[config.mk]
export PLATFORM = sky130hd
export DESIGN_NAME = idle_pwr_ctrl
export DESIGN_NICKNAME = d
export VERILOG_FILES = /design/src/rtl/pwr_pkg.sv /design/src/rtl/act_detect.sv /design/src/rtl/idle_timer.sv /design/src/rtl/clk_en_ctl.sv /design/src/rtl/idle_pwr_ctrl.sv
export SDC_FILE = /design/constraint.sdc
export NUM_CORES = 1
export LEC_CHECK = 0
export BUFFER_PORTS_ARGS = -buffer_cell sky130_fd_sc_hd__clkbuf_2
export CORE_ASPECT_RATIO = 0.6
export CORE_MARGIN = 2
export CORE_UTILIZATION = 45
export CTS_CLUSTER_SIZE = 10
export DETAILED_ROUTE_END_ITERATION = 16
export PLACE_DENSITY = 0.66
export SKIP_LAST_GASP = 1
export SLEW_MARGIN = 15
export SYNTH_ARGS = -nofsm -noshare
export SYNTH_HDL_FRONTEND = slang
export SYNTH_SLANG_ARGS = --single-unit
export TNS_END_PERCENT = 1
[constraint.sdc]
create_clock -name clk -period 1.4 [get_ports clk]
set_input_delay 0.14 -clock clk [delete_from_list [all_inputs] [get_ports clk]]
set_output_delay 0.14 -clock clk [all_outputs]
set_load 0.02 [all_outputs]
[src/rtl/pwr_pkg.sv]
`timescale 1ns/1ps
package pwr_pkg;
  typedef enum logic {PS_AWAKE = 1'b0, PS_ASLEEP = 1'b1} pwr_state_e;

  function automatic int unsigned window_cycles(int unsigned win_ps, int unsigned per_ps);
    return (win_ps + per_ps - 1) / per_ps;
  endfunction
endpackage

[src/rtl/act_detect.sv]
`timescale 1ns/1ps
module act_detect #(
  parameter int unsigned WIDTH = 61
) (
  input  logic             clk,
  input  logic             rst_n,
  input  logic [WIDTH-1:0] din,
  output logic             activity
);
  logic [WIDTH-1:0] samp_q, hist_q, diff;

  always_ff @(posedge clk or negedge rst_n) begin
    if (!rst_n) begin
      samp_q <= '0;
      hist_q <= '0;
    end else begin
      samp_q <= din;
      hist_q <= samp_q;
    end
  end

  for (genvar g = 0; g < WIDTH; g++) begin : g_lane
    assign diff[g] = samp_q[g] ^ hist_q[g];
  end

  assign activity = |diff;

  // a sample that differs from the previous input shows up as activity
  p_sample_edge_r3: assert property (@(posedge clk) disable iff (!rst_n)
    (samp_q != $past(samp_q)) |-> activity);
endmodule

[src/rtl/idle_timer.sv]
`timescale 1ns/1ps
module idle_timer #(
  parameter int unsigned LIMIT = 4
) (
  input  logic clk,
  input  logic rst_n,
  input  logic restart,
  output logic expired
);
  localparam int unsigned CW = $clog2(LIMIT + 1);
  localparam logic [CW-1:0] LIM = CW'(LIMIT);

  logic [CW-1:0] cnt_q;

  always_ff @(posedge clk or negedge rst_n) begin
    if (!rst_n)            cnt_q <= '0;
    else if (restart)      cnt_q <= '0;
    else if (cnt_q != LIM) cnt_q <= cnt_q + 1'b1;
  end

  assign expired = (cnt_q == LIM);

  // activity restarts the idle window
  p_restart_r4: assert property (@(posedge clk) disable iff (!rst_n)
    restart |=> !expired);
  // the counter never passes its limit
  p_no_overflow_r2: assert property (@(posedge clk) disable iff (!rst_n)
    cnt_q <= LIM);
endmodule

[src/rtl/clk_en_ctl.sv]
`timescale 1ns/1ps
module clk_en_ctl (
  input  logic pd,
  input  logic arr_off,
  input  logic mac_off,
  output logic arr_en,
  output logic mac_en
);
  always_comb begin
    arr_en = !arr_off && !pd;
    mac_en = !mac_off;
  end
endmodule

[src/rtl/idle_pwr_ctrl.sv]
`timescale 1ns/1ps
module idle_pwr_ctrl #(
  parameter int unsigned N_IN          = 61,
  parameter int unsigned WINDOW_PS     = 70000,
  parameter int unsigned CLK_PERIOD_PS = 20000
) (
  input  logic            clk,
  input  logic            rst_n,
  input  logic [N_IN-1:0] array_in,
  input  logic            turbo,
  input  logic            arr_clk_off,
  input  logic            mac_clk_off,
  output logic            power_down,
  output logic            arr_clk_en,
  output logic            mac_clk_en
);
  import pwr_pkg::*;

  localparam int unsigned IDLE = window_cycles(WINDOW_PS, CLK_PERIOD_PS);

  logic       activity, expired;
  pwr_state_e state_q, state_d;

  act_detect #(.WIDTH(N_IN)) u_det (
    .clk(clk), .rst_n(rst_n), .din(array_in), .activity(activity)
  );

  idle_timer #(.LIMIT(IDLE)) u_tmr (
    .clk(clk), .rst_n(rst_n), .restart(activity), .expired(expired)
  );

  always_comb begin
    state_d = state_q;
    if (turbo || activity)           state_d = PS_AWAKE;
    else if (expired)                state_d = PS_ASLEEP;
  end

  always_ff @(posedge clk or negedge rst_n) begin
    if (!rst_n) state_q <= PS_AWAKE;
    else        state_q <= state_d;
  end

  // Combinational exit keeps the waking edge from being lost
  assign power_down = (state_q == PS_ASLEEP) && !activity && !turbo;

  clk_en_ctl u_cen (
    .pd(power_down), .arr_off(arr_clk_off), .mac_off(mac_clk_off),
    .arr_en(arr_clk_en), .mac_en(mac_clk_en)
  );

  // activity always wakes
  p_wake_r3: assert property (@(posedge clk) disable iff (!rst_n)
    activity |-> !power_down);
  // turbo keeps the array on
  p_turbo_r5: assert property (@(posedge clk) disable iff (!rst_n)
    turbo |-> !power_down);
  // sleep only follows an elapsed window
  p_entry_r2: assert property (@(posedge clk) disable iff (!rst_n)
    $rose(state_q == PS_ASLEEP) |-> $past(expired));
  // array clock stopped while powered down
  p_arr_gate_r7: assert property (@(posedge clk) disable iff (!rst_n)
    power_down |-> !arr_clk_en);
  // macrocell clock follows only its own disable
  p_mac_indep_r8: assert property (@(posedge clk) disable iff (!rst_n)
    !mac_clk_off |-> mac_clk_en);
endmodule

* Word-level counts from Yosys, hierarchy flattened
Index checks and enable logic that the tools add are counted.
** Operators by class
- Order comparisons :: 0
- Eq/ne operators :: 2
- Reduce and logical (&&, ||, !) cells :: 12
- Div/mod/pow operators :: 0
- Add/sub/neg operators :: 1
- Bitwise operators :: 61
- Multipliers :: 0
- Muxes and demuxes :: 4
- Shift-type cells :: 0
** Operator list (count)
- OR reduction 61 bit :: 1
- bitwise XOR 1 bit :: 61
- 2-to-1 mux 3 bit :: 2
- logical NOT 1 bit :: 5
- nonzero test 2 bit :: 2
- adder 3 x 1 -> 3 bit, second input constant :: 1
- == test 3 bit, second input constant :: 1
- logical AND 1 bit :: 3
- inequality test 3 bit, second input constant :: 1
- 2-to-1 mux 1 bit :: 2
- logical OR 1 bit :: 1
** Storage, ports and cells
- Output and inout port bits :: 3
- Bits in writable memories :: 0
- Latch bits :: 0
- Logic and storage cells :: 84
- Register bits :: 126
- Memory bits (read-only) :: 0
- Memories kept :: 0
- Input bits :: 66

* Longest topological paths before layout
Gate-level depths: netlist (run 1).
- Depth in word-level cells :: 7
- Depth in mapped cells :: 5
- Depth with buffers taken out :: 5

* By module
Synthesis (run 1) repeated with hierarchy kept, for this count alone.
** Unflattened totals
- Cells, all modules :: 227
- Area total of the unflattened synthesis :: 3950.0 um2
** By module, submodules not included
- act_detect :: area each 3714.8 um2, instances 1, cells each 204
- idle_timer :: area each 176.4 um2, instances 1, cells each 17
- idle_pwr_ctrl :: area each 51.3 um2, instances 1, cells each 4
- clk_en_ctl :: area each 7.5 um2, instances 1, cells each 2

* Worst setup path after synthesis (run 1)
No wires, ideal clock.
- Path type :: register to output
- Start :: reg u_det.hist_q[26]
- End :: out power_down
- Stages on the path, launching flop included :: 6
- Path slack :: -317 ps
- Data required time :: 1260 ps
- Data arrival time :: 1577 ps
- Path through :: dfrtp_1 -> xnor2_1 -> nand4_1 -> nor4_1 -> nand4_1 -> nor3_1
** On the way
- Longest elaborated chain between the ends :: 5
** Ends and longest elaborated chain
- from (decl) :: line act_detect.sv:10 : logic [WIDTH-1:0] samp_q, hist_q, diff;
- from (signal assigned) :: line act_detect.sv:18 : hist_q <= samp_q;
- bitwise XOR 1 bit :: line act_detect.sv:23 : assign diff[g] = samp_q[g] ^ hist_q[g];
- OR reduction 61 bit :: line act_detect.sv:26 : assign activity = |diff;
- logical NOT 1 bit :: line idle_pwr_ctrl.sv:44 : assign power_down = (state_q == PS_ASLEEP) && !activity && !turbo;
- logical AND 1 bit (2 in a row) :: line idle_pwr_ctrl.sv:44
- to (decl) :: line idle_pwr_ctrl.sv:13 : output logic power_down,
Every way passes these cells.

* Worst setup path after layout (run 1)
- Start :: reg u_det.samp_q[8]
- End :: out power_down
** On the way
- Longest elaborated chain between the ends :: 5
** Ends and longest elaborated chain
- from (decl) :: line act_detect.sv:10
- from (signal assigned) :: line act_detect.sv:17 : samp_q <= din;
- bitwise XOR 1 bit :: line act_detect.sv:23
- OR reduction 61 bit :: line act_detect.sv:26
- logical NOT 1 bit :: line idle_pwr_ctrl.sv:44
- logical AND 1 bit (2 in a row) :: line idle_pwr_ctrl.sv:44
Every way passes these cells.

==> results of run 1 <==
[worst max-delay path, delay by kind of cell (launching register included)]
kind,cells,cell delay [ns]
buf+inv,3,0.55
xor+xnor,1,0.14
flops,1,0.39
simple gates,4,0.73
[layout make-up]
cell class / count / area, sq um / share of cell area, %
sequential: 126 / 3150 / 54.9
tap: 112 / 140 / 2.44
clock buffer: 26 / 519 / 9.05
inverter: 5 / 18.8 / 0.327
multi-input combinational: 97 / 773 / 13.5
clock inverter: 5 / 77.6 / 1.35
timing repair buffer: 139 / 1060 / 18.4
[sequential cells by signal (all words and copies together) (netlist names)]
register	cells
u_tmr.cnt_q	3
state_q	1
u_det.samp_q	61
u_det.hist_q	61
[path summary, 6_finish.rpt]
| path | slack (ns) | endpoint | from |
|---|---|---|---|
| setup / recovery | -0.95 | power_down | u_det.samp_q[8] |
| hold / removal | -0.05 | state_q | turbo |
| setup reg to reg | -0.63 | u_tmr.cnt_q[2] | u_det.samp_q[8] |
| hold reg to reg | 0.39 | u_det.hist_q[5] | u_det.samp_q[5] |
| min in group asynchronous | 0.19 | u_det.samp_q[19] | rst_n |
| max in group asynchronous | 0.66 | u_det.samp_q[5] | rst_n |
[where the power goes]
| part | internal (mW) | leakage (nW) | switching (mW) |
|---|---|---|---|
| logic | 0.317 | 0.776 | 0.192 |
| clock network | 2.89 | 0.292 | 1.44 |
| registers | 3.83 | 1.48 | 0.106 |
| total | 7.03 | 2.55 | 1.74 |
[kinds of logic after synthesis]
kind of cell,after synthesis,share of synthesized area [%]
AND/OR/NAND/NOR,30,4.21
adder cells (fa/ha/maj),2,0.637
buffers and inverters,5,0.478
AO/OA/AOI/OAI,3,0.542
XOR/XNOR,62,13.8
flip-flops,126,80.3
[repair_timing]
action	4_1_cts	5_1_grt
setup endpoints to repair	6	6
cloned	0	0
setup buffers	1	0
resized for setup	3	0
pin swaps	2	0
endpoints found under the hold margin	180	1
[layout by cell type (no fill, tap or decap), drive strengths merged]
master,count
a211oi,1
nor2,3
nand4,15
nand3,2
nand2,4
ha,2
nor3,2
o31a,1
a21oi,1
xnor2,62
dlygate4sd3,62
clkinvlp,1
inv,5
bufinv,2
clkbuf,93
clkinv,2
nor4,4
buf,10
dfrtp,126
[metal layers]
layer	vias up	share of wire, %	track usage, %
met5	-	0	0
li1	1064	-	-
met4	0	1.4	7.75
met1	1083	47	21.6
met2	59	46	24.9
met3	10	5.2	6.67
==> flow_summary.json, run 1 <==
{
  "cts_num_sinks": 126,
  "netlist_instances": 228,
  "drtIter0Drc": 83,
  "ys_ff_latch": 126,
  "rows": 26,
  "dr.pass1.iters": 4,
  "required_ns": 1.26,
  "place_inst": 416,
  "timing.hold.ws_ns": -0.0530,
  "rsz0062_at_grt": "true",
  "end_kind": "output pin",
  "start_kind": "flip-flop",
  "syn_to_final_growth_pct": 46.2,
  "fill_cells": 587,
  "async_flop_share_pct": 100,
  "rr_worst_depth": 9,
  "grt_max_degree": 46,
  "cts_tree": "yes",
  "grt_overflow": 0,
  "maxSlewViolCount": 0,
  "gr-usage-all-layers_pct": 16.7,
  "hold_viol_final": 1,
  "yosys-top-cells-count": "126 x dfrtp_1, 62 x xnor2_1, 15 x nand4_1, 5 x inv_1",
  "critPathArrivalTime_ns": 2.21,
  "timing_worst_setup_path_type": "reg2out",
  "place_area_sq_mm": 0.00450,
  "setup_viol": 6,
  "final_core_util_pct": 67.6,
  "antenna_found_initial": 0,
  "pre_cts_slack_ns": -0.629,
  "htree_levels": 4,
  "drt_wl_total_um": 6870,
  "cap_violations": 0,
  "skew_ns": 0.00938,
  "syn-num-nets": 296,
  "viasPerCell": 4.35,
  "postSynthAreaPerCell_sq_um": 17.2,
  "num_vias": 2216,
  "start_util_pct": 46.2,
  "gp_congestion": 0.715,
  "slowest_stage": "dfrtp_1",
  "pin_count": 69,
  "synthFlopType": "dfrtp_1",
  "netlist_area_sq_mm": 0.00393,
  "grt_first_pass_wirelength_um": 11900,
  "violations": "negative hold slack, negative setup slack",
  "yosys-top-cells-area": "dfrtp_1 80%, xnor2_1 14%, nand4_1 2.4%",
  "tns_ns": -4.19,
  "finalCriticalPeriod_ns": 2.35,
  "peakVddDrop_uv": 1040,
  "max_freq_ghz": 0.426,
  "die_h_um": 76.4,
  "antenna_cells": 0,
  "fin_nets": 454,
  "cts_buffers": 17,
  "worstHoldPathType": "in2reg",
  "fin_cells": 510,
  "fin_area_sq_mm": 0.00574,
  "grt_pass1_vias": 2497,
  "ys_types": 13,
  "fp.dieW_um": 125,
  "synth_edf_count": 0,
  "ys_seq_area_share_pct": 80.3,
  "synth_top_area_share_pct": 80.3,
  "core_area_sq_mm": 0.00849,
  "holdPathStages": 2,
  "path_cells": "xnor2_1, nand4_1, nor4_2, buf_4, nand4_1, buf_4, nor3_2, clkbuf_4",
  "final_antenna_net_count": 0,
  "leakagePower_nw": 2.55,
  "dieArea_sq_mm": 0.00951,
  "fin_crit_sh_pct": 168,
  "slowest_delay_ns": 0.39,
  "remaining_drc_errors": 0,
  "clkLatencyLatePin_ns": 0.40,
  "post_drt_wl_per_cell_um": 13.5,
  "drive_gt1_share_pct": 27.1,
  "path_max_fanout": 2,
  "synth_top_area_cell": "dfrtp_1",
  "status": "finished, violations left",
  "relSlewSlack_pct": 77.3,
  "setup_slack_ns": -0.947,
  "clk_path_buf_depth": 2,
  "portBuffers": 68,
  "dp_hpwl_um": 4030,
  "tightest_slew_ns": 0.337,
  "yosysWarnings": 0,
  "clockRootBuffer": "clkbuf_16",
  "synth.most_common_cell": "dfrtp_1",
  "cts.clk_slew.worst_paths_ns": 0.05,
  "p_total_mw": 8.77,
  "p_per_area_mw_per_mm2": 1530,
  "holdBufCountCts": 62
}
Note: power is estimated with default switching activity, not from simulation.
==> inputs of run 2 (changes only) <==
--- a/config.mk
+++ b/config.mk
@@ -9,6 +9,7 @@
 export CORE_ASPECT_RATIO = 0.6
 export CORE_MARGIN = 2
 export CORE_UTILIZATION = 45
+export CTS_BUF_LIST = sky130_fd_sc_hd__clkbuf_4 sky130_fd_sc_hd__clkbuf_8 sky130_fd_sc_hd__clkbuf_16
 export CTS_CLUSTER_SIZE = 10
 export DETAILED_ROUTE_END_ITERATION = 16
 export PLACE_DENSITY = 0.66
==> flow_summary.json, run 2 (synthesis results as in run 1) <==
{
  "clk_path_buf_depth": 2,
  "portBuffers": 68,
  "remaining_drc_errors": 0,
  "dr.pass1.iters": 4,
  "worstHoldPathType": "in2reg",
  "cpLargestDelayFamily": "simple AND/OR/NAND/NOR gates",
  "gp_congestion": 0.715,
  "gr-usage-all-layers_pct": 16.7,
  "cap_violations": 0,
  "hold_viol_final": 1,
  "antenna_cells": 0,
  "timing_worst_setup_path_type": "reg2out",
  "top_regs": "u_det.hist_q: 61 flops, u_det.samp_q: 61 flops, u_tmr.cnt_q: 3 flops",
  "layout.cells.most_common": "dfrtp_1",
  "rows": 26,
  "path_cells": "xnor2_1, nand4_1, nor4_2, buf_4, nand4_1, buf_4, nor3_2, clkbuf_4",
  "p_per_area_mw_per_mm2": 1540,
  "clockRootBuffer": "clkbuf_16",
  "status": "finished, violations left",
  "antenna_found_initial": 0,
  "cts.clk_slew.worst_paths_ns": 0.05,
  "cts_buffers": 17,
  "grt_first_pass_wirelength_um": 11900,
  "setup_viol": 6,
  "drtIter0Drc": 64,
  "grt_max_degree": 46,
  "fin_crit_sh_pct": 168,
  "layout_common_cells": "126 x dfrtp_1, 66 x clkbuf_2, 62 x dlygate4sd3_1",
  "end_kind": "output pin",
  "timing.hold.ws_ns": -0.0528,
  "cts_num_sinks": 126,
  "start_kind": "flip-flop",
  "p_total_mw": 8.84,
  "grt_overflow": 0,
  "setup_slack_ns": -0.946,
  "num_vias": 2222,
  "critPathBufInv": 3,
  "fin_nets": 454,
  "final_antenna_net_count": 0,
  "fp.dieW_um": 125,
  "fin_cells": 510,
  "pin_count": 69,
  "leakagePower_nw": 2.56,
  "critPathArrivalTime_ns": 2.21,
  "rr_worst_depth": 9,
  "viasPerCell": 4.36,
  "tns_ns": -4.19,
  "syn_to_final_growth_pct": 46.5,
  "peakVddDrop_uv": 1040,
  "clkLatencyLatePin_ns": 0.40,
  "p_int_mw": 7.09,
  "relSlewSlack_pct": 77.3,
  "switching_share_pct": 19.7,
  "drt_wl_total_um": 6870,
  "holdPathStages": 2,
  "grt_pass1_vias": 2502,
  "pre_cts_slack_ns": -0.629,
  "skew_ns": 0.00938,
  "htree_levels": 4,
  "p_comb_share_pct": 5.8,
  "post_drt_wl_per_cell_um": 13.5,
  "switching_power_mw": 1.75,
  "path_max_fanout": 2,
  "violations": "negative hold slack, negative setup slack",
  "tightest_slew_ns": 0.337,
  "start_util_pct": 46.2,
  "maxSlewViolCount": 0,
  "required_ns": 1.26,
  "crit_cells": 8,
  "max_freq_ghz": 0.426,
  "dp_hpwl_um": 4030,
  "dieArea_sq_mm": 0.00951,
  "slowest_stage": "dfrtp_1",
  "rsz0062_at_grt": "true",
  "holdBufCountCts": 62,
  "seqPwrFrac_pct": 44.5,
  "slowest_delay_ns": 0.39,
  "drive_gt1_share_pct": 27.9,
  "die_h_um": 76.4,
  "finalCriticalPeriod_ns": 2.35,
  "cts_tree": "yes",
  "place_inst": 416,
  "core_area_sq_mm": 0.00849,
  "clkPwrFrac_pct": 49.7
}
## run 2: cell types whose count changed in the layout (fill, tap and decap cells not counted)
cell / change
clkbuf_4: +3
clkbuf_1: -3
## run 2: final timing paths
kind	from	endpoint	slack (ns)
worst max-delay path	u_det.samp_q[8]	power_down	-0.95
worst min-delay path	turbo	state_q	-0.05
worst max register to register	u_det.samp_q[8]	u_tmr.cnt_q[2]	-0.63
worst min register to register	u_det.samp_q[5]	u_det.hist_q[5]	0.39
max in group asynchronous	rst_n	u_det.samp_q[5]	0.66
min in group asynchronous	rst_n	u_det.samp_q[19]	0.19
## run 2: power by group through the flow
stage                     combinational (mW)  clock, mW  sequential, mW
final                                  0.509       4.39            3.93
after global routing                   0.566       4.65            3.95
after CTS                              0.516       4.48            3.93
after detailed placement               0.372          0            3.99
after global placement                 0.370          0            3.98
after floorplan                        0.167          0            3.97
## run 2: repair_timing
item	CTS	global route
setup endpoints to repair	6	6
gates resized for setup	3	0
hold endpoints to repair	180	1
setup buffers	1	0
pin swaps	2	0
## run 2: per-stage QoR
stage	instance area, sq um	utilization, %
floorplan	3930	-
global placement	4500	53.0
detailed placement	4500	53.0
CTS	5750	67.7
global route	5750	67.7
finish	5750	67.7
## run 2: layer usage
layer | track usage (%) | wire length, um | share of wire, % | vias up
li1 | - | - | - | 1065
met1 | 21.7 | 3260 | 47 | 1086
met2 | 25.0 | 3150 | 46 | 61
met3 | 6.67 | 361 | 5.3 | 10
met4 | 7.75 | 98 | 1.4 | 0
met5 | 0 | 0 | 0 | -
## run 2: layout make-up
| cell class | instances | area [sq um] |
|---|---|---|
| multi-input combinational | 97 | 773 |
| clock buffer | 26 | 531 |
| sequential | 126 | 3150 |
| fill | 583 | 2740 |
| timing repair buffer | 139 | 1060 |
| clock inverter | 5 | 77.6 |
| inverter | 5 | 18.8 |
| tap | 112 | 140 |
